`config.mk`:
```
export PLATFORM = sky130hd
export DESIGN_NAME = irq_status_unit
export DESIGN_NICKNAME = d
export VERILOG_FILES = /design/src/rtl/irq_status_unit.sv
export SDC_FILE = /design/constraint.sdc
export NUM_CORES = 1
export LEC_CHECK = 0
export ABC_CLOCK_PERIOD_IN_PS = 1500
export BUFFER_PORTS_ARGS = -buffer_cell sky130_fd_sc_hd__buf_2
export CAP_MARGIN = 20
export CORE_ASPECT_RATIO = 1.4
export CORE_MARGIN = 2
export CORE_UTILIZATION = 45
export CTS_BUF_LIST = sky130_fd_sc_hd__clkbuf_8
export DETAILED_ROUTE_END_ITERATION = 7
export PLACE_DENSITY = 0.81
export SLEW_MARGIN = 20
export SYNTH_ARGS = -nofsm -noshare
export SYNTH_HDL_FRONTEND = slang
export SYNTH_SLANG_ARGS = --single-unit
```
`constraint.sdc`:
```
create_clock -name clk -period 1.5 [get_ports clk]
set_input_delay 0 -clock clk [delete_from_list [all_inputs] [get_ports clk]]
set_output_delay 0 -clock clk [all_outputs]
set_load 0.03 [all_outputs]
```
`src/rtl/irq_status_unit.sv`:
```
module irq_status_unit #(
  parameter int DW = 16
) (
  input  logic          clk,
  input  logic          rst_n,
  input  logic [DW-1:0] evt_pulse,
  input  logic          bus_busy,
  input  logic [1:0]    reg_sel,
  input  logic          reg_wr,
  input  logic          reg_rd,
  input  logic [DW-1:0] reg_wdata,
  output logic [DW-1:0] reg_rdata,
  output logic          irq
);
  localparam logic [DW-1:0] HELD_M = DW'(16'h6F1F);
  localparam logic [DW-1:0] EN_M   = DW'(16'h601F);
  localparam int BUSY_POS = 12;
  localparam int VEC_N    = 5;
  localparam int VW       = $clog2(VEC_N + 1);

  logic [DW-1:0] stat_q, en_q, stat_vis, wclr, vclr, stat_d;
  logic [VW-1:0] vec_code;
  logic          irq_q;

  assign stat_vis = stat_q | (DW'(bus_busy) << BUSY_POS);

  always_comb begin
    vec_code = '0;
    for (int i = VEC_N - 1; i >= 0; i--)
      if (stat_q[i]) vec_code = VW'(i + 1);
  end

  assign wclr = (reg_wr && reg_sel == 2'd0) ? reg_wdata : '0;
  assign vclr = (reg_rd && reg_sel == 2'd2 && vec_code != '0) ?
                (DW'(1) << (vec_code - VW'(1))) : '0;
  assign stat_d = ((stat_q & ~(wclr | vclr)) | evt_pulse) & HELD_M;

  always_ff @(posedge clk or negedge rst_n) begin
    if (!rst_n) begin
      stat_q <= '0;
      en_q   <= '0;
      irq_q  <= 1'b0;
    end else begin
      stat_q <= stat_d;
      if (reg_wr && reg_sel == 2'd1) en_q <= reg_wdata & EN_M;
      irq_q  <= |(stat_vis & en_q);
    end
  end

  always_comb begin
    case (reg_sel)
      2'd0:    reg_rdata = stat_vis;
      2'd1:    reg_rdata = en_q;
      2'd2:    reg_rdata = DW'(vec_code);
      default: reg_rdata = '0;
    endcase
  end

  assign irq = irq_q;
endmodule


```
# [Word-level counts from Yosys, hierarchy flattened]
# Cells that the tools add are included.
[totals] reg_bits=19 latchBits=0 ramBits=0 romBits=0 input_bits=39 out_inout_bits=17 wordCells=28 n_memories=0
[classes] add_sub_neg=1 n_mul=0 n_div=0 n_lt_le_gt_ge=0 n_eq_ne=2 n_shift=1 n_mux=8 bitwise=6 n_reduce_logical=7
[ops] operator="case mux 15 bit (3 select lines)" n=1
[ops] operator="AND 15 bit" n=2
[ops] operator="2-to-1 mux 15 bit" n=2
[ops] operator="bitwise OR 15 bit" n=2
[ops] operator="OR reduction 16 bit" n=1
[ops] operator="2-to-1 mux 3 bit" n=5
[ops] operator="inverter 15 bit" n=1
[ops] operator="bitwise OR 15 x 13 -> 15 bit" n=1
[ops] operator="left shift 1 x 3 -> 15 bit (first input constant)" n=1
[ops] operator="logical AND 1 bit" n=4
[ops] operator="nonzero test 3 bit" n=1
[ops] operator="subtractor 3 x 1 -> 3 bit (second input constant)" n=1
[ops] operator="equality test 2 x 1 -> 1 bit (second input constant)" n=1
[ops] operator="equality test 2 bit (second input constant)" n=1
[ops] operator="zero test 2 bit" n=1

# [Longest topological paths before layout]
# Gate-level depths: netlist of run 1.
[logic_depth] ltp_word=12 ltp_mapped=5 ltp_nobuf=3

# [Least setup slack after synthesis of run 1]
# OpenSTA, ideal clock, no wires.
[synth_path] kind="register to register" start="reg stat_q[2]" end="reg stat_q[4]" setup_ns=0.120 arrival_ns=1.264 t_required_ns=1.380 setup_slack_ns=0.116 stages_incl_launch_ff=4 n_path_buf=0 synth_period_minus_slack_ns=1.384 cell_sequence="dfrtp_1 -> nor4_4 -> or3b_1 -> a31o_1"
[synth_between] elab_chain_cells=10 elab_cells_between_ends=12 classes_between="1 x add/sub; 1 x shift; 4 x mux; 4 x bitwise; 2 x reduce/logical"
[synth_lines] item="start: declaration" line_no="21" text="logic [DW-1:0] stat_q, en_q, stat_vis, wclr, vclr, stat_d;"
[synth_lines] item="start signal: assignment" line_no="44" text="stat_q <= stat_d;"
[synth_lines] item="2-to-1 mux 3 bit (*) (3 in a row)" line_no="30" text="if (stat_q[i]) vec_code = VW'(i + 1);"
[synth_lines] item="subtractor 3 x 1 -> 3 bit / nonzero test 3 bit (equally long branches)" line_no="35, 34"
[synth_lines] item="left shift 1 x 3 -> 15 bit / logical AND 1 bit (equally long branches)" line_no="35, 34"
[synth_lines] item="2-to-1 mux 15 bit (*)" line_no="34" text="assign vclr = (reg_rd && reg_sel == 2'd2 && vec_code != '0) ?"
[synth_lines] item="bitwise OR 15 bit (*)" line_no="36" text="assign stat_d = ((stat_q & ~(wclr | vclr)) | evt_pulse) & HELD_M;"
[synth_lines] item="inverter 15 bit (*)" line_no="36"
[synth_lines] item="AND 15 bit (*)" line_no="36"
[synth_lines] item="bitwise OR 15 bit (*)" line_no="36"
[synth_lines] item="via stat_d[4]" line_no="21"
# The timed path passes the listed nets; every way through them passes the cells marked *.
# A chain may end at the register's enable or synchronous reset.

# [Worst setup path after layout of run 1]
[layout_path] start="reg stat_q[2]" end="out reg_rdata[2]"
[layout_between] elab_chain_cells=4 elab_cells_between_ends=5 classes_between="4 x mux; 1 x bitwise"
[layout_lines] item="2-to-1 mux 3 bit (3 in a row)" line_no="30"
[layout_lines] item="case mux 15 bit (3 select lines) (*)" line_no="51" text="case (reg_sel)"
[layout_lines] item="end: declaration" line_no="12" text="output logic [DW-1:0] reg_rdata,"
# Mark *: on every way between the ends. The rest lies on a longest branch, timed or not.

==> qor.yml, run 1 <==
status:
  outcome: "finished, final reports clean"
grt:
  number_of_antenna_violations_at_the_first_check_in_global_routing: 0
  first_global_vias: 904
  grt_overflow: 0
  globalRouteTotalUtil_pct: 21.8
  maximum_number_of_pins_on_one_net_before_global_route_repair: 20
  global_route_wire_length_before_repair_um: 4200
synth:
  ys.warnings.count: 0
  syn-mean-instance-area_sq_um: 10.5
  number_of_synthesized_flops_with_an_enable_pin: 0
  gate_count_after_technology_mapping: 98
  netlist-cell-type-count: 31
  synth-seq-cells: 19
  synthArstFlopShare_pct: 100
  netlist_area_sq_um: 1030
  synth_flop_cell: "sky130_fd_sc_hd__dfrtp_1"
  synth-seq-area-share_pct: 46.2
worst_setup_path:
  crit_path_end_kind: "primary output"
  path_cells: "nor4_4 -> buf_4 -> o211ai_1 -> o21ai_1 -> buf_4"
  critPathRequiredTime_ns: 1.50
  crit_path_start_kind: "register"
  slowest_stage: "sky130_fd_sc_hd__dfrtp_1"
  critPathArrivalTime_ns: 1.45
  cp_slowest_stage_delay_ns: 0.41
  critPathMostFrequentCell: "sky130_fd_sc_hd__buf_4"
  timing.critical_path.fanout_max: 2
  criticalPathCategory: "register to primary output"
route:
  ant_nets: 0
  drt-vias-per-instance: 5.23
  drt_first_iter_violations: 28
  vias: 958
  drt-total-wl_um: 2750
  detail_route.first_pass.iterations: 4
  drc_errors: 0
  wl_per_cell_um: 15.0
clocking:
  worstSkewPairLatency_ns: 0.26
  clkSinkCount: 19
  cts_htree_levels: 1
  cts_inserted_buffers: 3
  cts_max_path_buffers: 2
  clk_transition_reported_paths_ns: 0.07
  tritoncts: "done"
  ctsRootBufferMaster: "sky130_fd_sc_hd__clkbuf_8"
power_and_ir_drop:
  power.leakage_uw: 0.000670
  ir_drop_v: 0.000657
  power_density_nw_per_um2: 873
floorplan:
  row_count: 20
  floorplan.core_area_sq_um: 2180
  die_height_um: 60.6
  fp.dieArea_sq_um: 2690
  initial_core_util_pct: 47.2
  floorplan.io_pins: 56
  dieWidth_um: 44.4
layout:
  post_route_cells_drive_above_1_share_pct: 37.9
  most_common_library_cell_in_the_layout_ignoring_fill_and_taps: "sky130_fd_sc_hd__buf_2"
  n_antenna_cell: 0
  areaGrowthSynthToFinish_pct: 44.3
  layout_net_count: 201
  post_layout_nonfiller_instances: 183
  fillers: 159
  final_cell_mix: "40 x sky130_fd_sc_hd__buf_2, 19 x sky130_fd_sc_hd__dfrtp_1, 18 x sky130_fd_sc_hd__dlygate4sd3_1"
placement:
  hpwlAfterDp_um: 1840
  port-buffer-count: 41
  placer_congestion: 0.740
  place_inst: 160
sta:
  slew_viol_final: 0
  number_of_endpoints_with_negative_hold_slack_in_the_final_report: 0
  grt_setup_unrepaired: "true"
  period_needed_ns: 1.45
  min_period_over_period_pct: 97.0
  timing.fmax_mhz: 687
  finClkSkew_ns: 0.00534
  finalSetupTns_ns: 0
  setup_viol_count_final: 0
run:
  max_cap_viol_count: 0
hold_path:
  worstHoldPathType: "input pin to register"
-- cell usage after synthesis, types with 3 or more instances --
| master | number | share of area, % |
|---|---|---|
| sky130_fd_sc_hd__dfrtp_1 | 19 | 46 |
| sky130_fd_sc_hd__mux2i_1 | 6 | 5.8 |
| sky130_fd_sc_hd__a21o_1 | 7 | 5.1 |
| sky130_fd_sc_hd__buf_4 | 4 | 2.9 |
| sky130_fd_sc_hd__nor2b_1 | 3 | 1.8 |
| sky130_fd_sc_hd__nor2_1 | 7 | 2.6 |
| sky130_fd_sc_hd__and2_1 | 5 | 3.0 |
| sky130_fd_sc_hd__nand2_1 | 11 | 4.0 |
| sky130_fd_sc_hd__o21ai_0 | 4 | 1.9 |
| sky130_fd_sc_hd__mux2_2 | 7 | 7.7 |
-- metrics by stage --
| stage | area, sq um | util, % | hold WS (ns) | power (uW) | setup WS (ns) |
|---|---|---|---|---|---|
| after floorplan | 1040 | - | -0.296 | 806 | 0.116 |
| after global placement | 1250 | 57.3 | -0.0436 | 896 | 0.148 |
| after detailed placement | 1250 | 57.3 | -0.0385 | 908 | 0.135 |
| after CTS | 1450 | 66.8 | 0.000887 | 1300 | 0.0130 |
| after global routing | 1480 | 68.2 | 0.0274 | 1360 | -0.0241 |
| final | 1480 | 68.2 | 0.0104 | 1300 | 0.0453 |
-- power by group --
group / leakage [uW] / internal (uW) / switching (uW)
Sequential: 0.000193 / 561 / 43.4
Clock: 0.0000255 / 185 / 171
Combinational: 0.000452 / 155 / 180
-- cell type report --
| type | instances | area, sq um | area share, % |
|---|---|---|---|
| Clock buffer | 3 | 41.3 | 2.78 |
| Clock inverter | 1 | 5.00 | 0.337 |
| Inverter | 1 | 3.75 | 0.253 |
| Multi-Input combinational cell | 73 | 505 | 34.1 |
| Sequential cell | 19 | 475 | 32.0 |
| Tap cell | 22 | 27.5 | 1.85 |
| Timing Repair Buffer | 64 | 425 | 28.7 |
-- final timing paths --
path                       depth (start not counted)                    to  slack [ns]                start
min                                                3   stat_q[0]$_DFF_PN0_        0.01         evt_pulse[0]
max                                                5          reg_rdata[2]        0.05  stat_q[2]$_DFF_PN0_
min reg2reg                                        1   stat_q[9]$_DFF_PN0_        0.48  stat_q[9]$_DFF_PN0_
max in group asynchronous                          2   en_q[2]$_DFFE_PN0P_        0.99                rst_n
min in group asynchronous                          2  en_q[14]$_DFFE_PN0P_        0.21                rst_n
max reg2reg                                        3   stat_q[4]$_DFF_PN0_        0.12  stat_q[2]$_DFF_PN0_
-- flip-flops by register name, indices dropped and copies added, names as in the netlist --
register,cells
stat_q,11
en_q,7
irq,1
-- kinds of logic (layout without fill, tap and decap cells) --
family / Yosys count / after routing / share of synthesized area, %
and+or+nand+nor: 33 / 33 / 18.1
other: 1 / 4 / 0.365
muxes: 13 / 13 / 13.5
DFF: 19 / 19 / 46.2
buffers and inverters: 9 / 69 / 5.72
AOI/OAI and AO/OA: 23 / 23 / 16.1
-- worst max-delay path: cells and delay by family, from the launching register on --
family                 cells  cell delay [ns]
buffers and inverters      2             0.33
DFF                        1             0.41
and+or+nand+nor            1             0.28
AOI/OAI and AO/OA          2             0.18
-- what timing repair did --
action	CTS	global route
hold buffers	16	2
endpoints found under the setup margin	0	1
resized for setup	0	3
hold endpoints to repair	34	2
buffers inserted	0	1
-- layer usage --
metal / vias up / global-route usage, % / part of all wire [%]
li1: 475 / - / -
met1: 440 / 26.3 / 40
met2: 41 / 37.8 / 54
met3: 2 / 3.27 / 5.8
met4: 0 / 10.4 / 0.58
met5: - / 0 / 0
(Power assumes the default switching activity.)
==> run 2: changes to the inputs <==
Settings changed: ABC_CLOCK_PERIOD_IN_PS 1500 to 1770, CORE_UTILIZATION 45 to 49, PLACE_DENSITY 0.81 to 0.87.
Clock period 1.5 ns to 1.77 ns, I/O delays scaled along.
==> qor.yml, run 2 (synthesis results as in run 1) <==
placement:
  port-buffer-count: 41  # unchanged
  placement.cell_area_sq_um: 1220  # was 1250 sq um
  placer_congestion: 0.763  # was 0.740
layout:
  number_of_flip_flops_under_the_largest_register_name: 11  # unchanged
  multi_input_comb_area_sq_um: 505  # unchanged
  non_filler_cell_area_final_sq_um: 1450  # was 1480 sq um
  final_cell_mix: "41 x sky130_fd_sc_hd__buf_2, 19 x sky130_fd_sc_hd__dfrtp_1, 18 x sky130_fd_sc_hd__dlygate4sd3_1"  # was 40 x sky130_fd_sc_hd__buf_2, 19 x sky130_fd_sc_hd__dfrtp_1, 18 x sky130_fd_sc_hd__dlygate4sd3_1
  sequential_cell_area_sq_um: 475  # unchanged
  areaGrowthSynthToFinish_pct: 40.9  # was 44.3%
  post_route_cells_drive_above_1_share_pct: 35.7  # was 37.9%
  layout_net_count: 197  # was 201
  most_common_library_cell_in_the_layout_ignoring_fill_and_taps: "sky130_fd_sc_hd__buf_2"  # unchanged
  top_register: "stat_q"  # unchanged
  fillers: 138  # was 159
  n_antenna_cell: 0  # unchanged
floorplan:
  die_height_um: 58.2  # was 60.6 um
  initial_core_util_pct: 52.1  # was 47.2%
  row_count: 19  # was 20
  floorplan.core_area_sq_um: 1970  # was 2180 sq um
  dieWidth_um: 42.7  # was 44.4 um
  fp.dieArea_sq_um: 2490  # was 2690 sq um
  floorplan.io_pins: 56  # unchanged
sta:
  period_needed_ns: 1.55
  timing.fmax_mhz: 645
  finClkSkew_ns: 0.00217  # was 0.00534 ns
  slew_viol_final: 0  # unchanged
  number_of_endpoints_with_negative_hold_slack_in_the_final_report: 0  # unchanged
  grt_setup_unrepaired: "false"  # was true
  finalSetupTns_ns: 0  # unchanged
  setup_viol_count_final: 0  # unchanged
  min_period_over_period_pct: 87.5
route:
  drc_errors: 0  # unchanged
  drt-vias-per-instance: 5.69  # was 5.23
  ant_nets: 0  # unchanged
  vias: 1013  # was 958
  wl_per_cell_um: 16.0  # was 15.0 um
  drt-total-wl_um: 2840  # was 2750 um
  detail_route.first_pass.iterations: 4  # unchanged
  drt_first_iter_violations: 30  # was 28
grt:
  global_route_wire_length_before_repair_um: 4600  # was 4200 um
  globalRouteTotalUtil_pct: 25.5  # was 21.8%
  grt_overflow: 0  # unchanged
  number_of_antenna_violations_at_the_first_check_in_global_routing: 0  # unchanged
  maximum_number_of_pins_on_one_net_before_global_route_repair: 20  # unchanged
  first_global_vias: 1015  # was 904
clocking:
  ctsRootBufferMaster: "sky130_fd_sc_hd__clkbuf_8"  # unchanged
  cts_max_path_buffers: 2  # unchanged
  clk_transition_reported_paths_ns: 0.07  # about the same
  cts_htree_levels: 1  # unchanged
  tritoncts: "done"  # unchanged
  worstSkewPairLatency_ns: 0.26  # about the same
  cts_inserted_buffers: 3  # unchanged
  clkSinkCount: 19  # unchanged
  ctsResizeCount: 0  # unchanged
  post-cts-setup-buffer-count: 0  # unchanged
status:
  outcome: "finished, final reports clean"  # unchanged
worst_setup_path:
  path_cells: "nor4_4 -> or3b_1 -> a31o_1"  # was nor4_4 -> buf_4 -> o211ai_1 -> o21ai_1 -> buf_4
  slowest_stage: "sky130_fd_sc_hd__dfrtp_1"  # unchanged
  cp_slowest_stage_delay_ns: 0.46  # was 0.41 ns
  critPathArrivalTime_ns: 1.70  # was 1.45 ns
  crit_path_start_kind: "register"  # unchanged
  critPathRequiredTime_ns: 1.92  # was 1.50 ns
  crit_path_end_kind: "register"  # was primary output
  timing.critical_path.fanout_max: 6  # was 2
  criticalPathCategory: "register to register"  # was register to primary output
run:
  max_cap_viol_count: 0  # unchanged
hold_path:
  worstHoldPathType: "input pin to register"  # unchanged
power_and_ir_drop:
  ir_drop_v: 0.000855  # was 0.000657 V
  power.leakage_uw: 0.000651  # was 0.000670 uW
  power_density_nw_per_um2: 762  # was 873 nW/um^2
==> run 2: layout make-up <==
class                   count  area share [%]
multi-input cells          73            34.9
flip-flops and latches     19            32.8
repair buffers             60            27.1
clock buffers               3            2.85
well taps                  21            1.81
clock inverters             1           0.259
inverters                   1           0.259
==> run 2: where the power goes <==
| part | leakage (uW) | switching, uW | total [uW] | internal (uW) |
|---|---|---|---|---|
| combinational | 0.000431 | 151 | 278 | 127 |
| sequential | 0.000193 | 41.0 | 517 | 476 |
| clock | 0.0000269 | 154 | 309 | 155 |
==> run 2: stage by stage <==
stage          hold WS, ns  worst slack (ns)  total power (uW)  std cells  utilization [%]
2_1_floorplan       -0.296             0.386               683        101                -
3_3_place_gp       -0.0475             0.319               755        156             62.0
3_5_place_dp       -0.0413             0.265               767        156             62.0
4_1_cts            0.00135             0.243              1090        177             72.9
5_1_grt             0.0298             0.173              1140        178             73.4
6_report           0.00727             0.221              1100        178             73.4
==> run 2: worst paths after layout <==
| check | end | depth (start not counted) | startpoint | slack, ns |
|---|---|---|---|---|
| max | stat_q[4]$_DFF_PN0_ | 3 | stat_q[2]$_DFF_PN0_ | 0.22 |
| min reg2reg | stat_q[10]$_DFF_PN0_ | 1 | stat_q[10]$_DFF_PN0_ | 0.49 |
| max in group asynchronous | en_q[2]$_DFFE_PN0P_ | 2 | rst_n | 1.28 |
| min in group asynchronous | en_q[14]$_DFFE_PN0P_ | 2 | rst_n | 0.19 |
| max reg2reg | stat_q[4]$_DFF_PN0_ | 3 | stat_q[2]$_DFF_PN0_ | 0.22 |
| min | stat_q[0]$_DFF_PN0_ | 3 | evt_pulse[0] | 0.007 |
==> run 2: routing by layer <==
metal	vias up	global-route usage, %	wire length [um]
li1	461	-	-
met2	54	43.9	1500
met5	-	0	0
met1	487	29.4	1050
met4	0	13.8	104
met3	11	4.67	193
==> run 2: repair_timing <==
action / CTS / global route
endpoints found under the hold margin: 35 / 1
setup endpoints to repair: 0 / 0
hold buffers: 17 / 1
==> run 2: worst max-delay path, delay by kind of cell (launching register included) <==
kind,cells,cell delay (ns)
AO/OA/AOI/OAI,1,0.25
flip-flops,1,0.46
AND/OR/NAND/NOR,2,0.73
==> run 3: changes to the inputs <==
Settings changed: ABC_CLOCK_PERIOD_IN_PS 1770 to 1850.
Clock period 1.77 ns to 1.85 ns, I/O delays scaled along.
==> qor.yml, run 3 (synthesis results as in run 1) <==
layout:
  areaGrowthSynthToFinish_pct: 38.0  # was 40.9%
  final_cell_mix: "41 x sky130_fd_sc_hd__buf_2, 19 x sky130_fd_sc_hd__dfrtp_1, 15 x sky130_fd_sc_hd__dlygate4sd3_1"  # was 41 x sky130_fd_sc_hd__buf_2, 19 x sky130_fd_sc_hd__dfrtp_1, 18 x sky130_fd_sc_hd__dlygate4sd3_1
  most_common_library_cell_in_the_layout_ignoring_fill_and_taps: "sky130_fd_sc_hd__buf_2"  # unchanged
  number_of_flip_flops_under_the_largest_register_name: 11  # unchanged
  layout_net_count: 194  # was 197
  n_antenna_cell: 0  # unchanged
  post_route_cells_drive_above_1_share_pct: 36.4  # was 35.7%
  finish.utilization_pct: 71.9  # was 73.4%
  top_register: "stat_q"  # unchanged
placement:
  dpl_worst_slack_ns: 0.371  # was 0.265 ns
  port-buffer-count: 41  # unchanged
  hpwlAfterDp_um: 1790
  placer_congestion: 0.796  # was 0.763
sta:
  grt_setup_unrepaired: "false"  # unchanged
  slew_viol_final: 0  # unchanged
  min_period_over_period_pct: 81.6  # was 87.5%
  timing.fmax_mhz: 663  # was 645 MHz
  number_of_endpoints_with_negative_hold_slack_in_the_final_report: 0  # unchanged
  setup_viol_count_final: 0  # unchanged
  hold_ws_ns: 0.00229  # was 0.00727 ns
  final.setup.worst_slack_ns: 0.341  # was 0.221 ns
  period_needed_ns: 1.51  # was 1.55 ns
  finalSetupTns_ns: 0  # unchanged
  finClkSkew_ns: 0.00198  # was 0.00217 ns
route:
  vias: 987  # was 1013
  drt-total-wl_um: 2770  # was 2840 um
  detail_route.first_pass.iterations: 4  # unchanged
  drc_errors: 0  # unchanged
  wl_per_cell_um: 15.8  # was 16.0 um
  drt_first_iter_violations: 18  # was 30
  ant_nets: 0  # unchanged
  drt-vias-per-instance: 5.64  # was 5.69
floorplan:
  floorplan.io_pins: 56  # unchanged
  row_count: 19  # unchanged
  initial_core_util_pct: 52.1  # unchanged
  die_height_um: 58.2  # unchanged
  dieWidth_um: 42.7  # unchanged
  floorplan.core_area_sq_um: 1970  # unchanged
  fp.dieArea_sq_um: 2490  # unchanged
power_and_ir_drop:
  seqPwrFrac_pct: 47.7  # was 46.8%
  power.leakage_uw: 0.000639  # was 0.000651 uW
  p_switching_uw: 317  # was 346 uW
  ir_drop_v: 0.000614  # was 0.000855 V
  power_density_nw_per_um2: 731  # was 762 nW/um^2
  switching_share_pct: 30.5  # was 31.3%
  fin_total_pwr_uw: 1040  # was 1100 uW
  combinational_share_of_power_pct: 25.2  # about the same
  internal_power_of_the_cells_uw: 721  # was 758 uW
  share_clk_of_total_power_pct: 27.0  # was 28.0%
worst_setup_path:
  path_cells: "nor4_4 -> or3b_1 -> a31o_1"  # unchanged
  criticalPathCategory: "register to register"  # unchanged
  timing.critical_path.fanout_max: 6  # unchanged
  cp_slowest_stage_delay_ns: 0.46  # about the same
  path_buf_inv: 0  # unchanged
  critPathArrivalTime_ns: 1.65  # was 1.70 ns
  critPathRequiredTime_ns: 1.99  # was 1.92 ns
  crit_path_end_kind: "register"  # unchanged
  crit_path_start_kind: "register"  # unchanged
  slowest_stage: "sky130_fd_sc_hd__dfrtp_1"  # unchanged
  cp_top_family: "simple AND/OR/NAND/NOR gates"  # unchanged
clocking:
  clkSinkCount: 19  # unchanged
  cts_max_path_buffers: 2  # unchanged
  ctsHoldBuffers: 14  # was 17
  clk_transition_reported_paths_ns: 0.06  # was 0.07 ns
  tritoncts: "done"  # unchanged
  ctsResizeCount: 0  # unchanged
  post-cts-setup-buffer-count: 0  # unchanged
  cts_htree_levels: 1  # unchanged
  ctsRootBufferMaster: "sky130_fd_sc_hd__clkbuf_8"  # unchanged
  cts_inserted_buffers: 3  # unchanged
  worstSkewPairLatency_ns: 0.26  # about the same
grt:
  globalRouteTotalUtil_pct: 24.9  # was 25.5%
  first_global_vias: 1028  # was 1015
  global_route_wire_length_before_repair_um: 4550  # was 4600 um
  number_of_antenna_violations_at_the_first_check_in_global_routing: 0  # unchanged
  maximum_number_of_pins_on_one_net_before_global_route_repair: 20  # unchanged
  grt_overflow: 0  # unchanged
status:
  outcome: "finished, final reports clean"  # unchanged
hold_path:
  worstHoldPathType: "input pin to register"  # unchanged
run:
  max_cap_viol_count: 0  # unchanged
-- run 3: cell types whose count changed in the layout (fill, tap and decap cells not counted) --
cell and change:
sky130_fd_sc_hd__dlygate4sd3_1 -3
-- run 3: final timing paths --
check,start,slack (ns),cells past startpoint,to
min in group asynchronous,rst_n,0.25,2,en_q[1]$_DFFE_PN0P_
worst max register to register,stat_q[2]$_DFF_PN0_,0.34,3,stat_q[4]$_DFF_PN0_
worst min-delay path,reg_wdata[4],0.002,2,en_q[4]$_DFFE_PN0P_
max in group asynchronous,rst_n,1.31,2,stat_q[0]$_DFF_PN0_
worst max-delay path,stat_q[2]$_DFF_PN0_,0.34,3,stat_q[4]$_DFF_PN0_
worst min register to register,stat_q[10]$_DFF_PN0_,0.48,1,stat_q[10]$_DFF_PN0_
-- run 3: cell type report --
type	instances	area, sq um
inverter	1	3.75
fill	136	554
tap	21	26.3
multi-input combinational	73	505
sequential	19	475
clock inverter	1	3.75
clock buffer	3	41.3
timing repair buffer	57	363
-- run 3: per-stage QoR --
stage                     area (sq um)  cells
after floorplan                   1040    101
after global placement            1220    156
after detailed placement          1220    156
after CTS                         1410    174
after global routing              1420    175
final                             1420    175
-- run 3: power by group through the flow --
| stage | Combinational [uW] | Clock (uW) | Sequential [uW] |
|---|---|---|---|
| final | 262 | 281 | 495 |
| after global routing | 281 | 301 | 501 |
| after global placement | 226 | 0 | 496 |
| after floorplan | 163 | 0 | 490 |
| after detailed placement | 234 | 0 | 501 |
| after CTS | 257 | 285 | 493 |
-- run 3: metal layers --
layer	global-route usage [%]	routed length, um	vias to the layer above
met5	0	0	-
met4	8.93	36	0
met3	7.17	208	7
met2	42.0	1460	61
met1	30.0	1060	467
li1	-	-	452
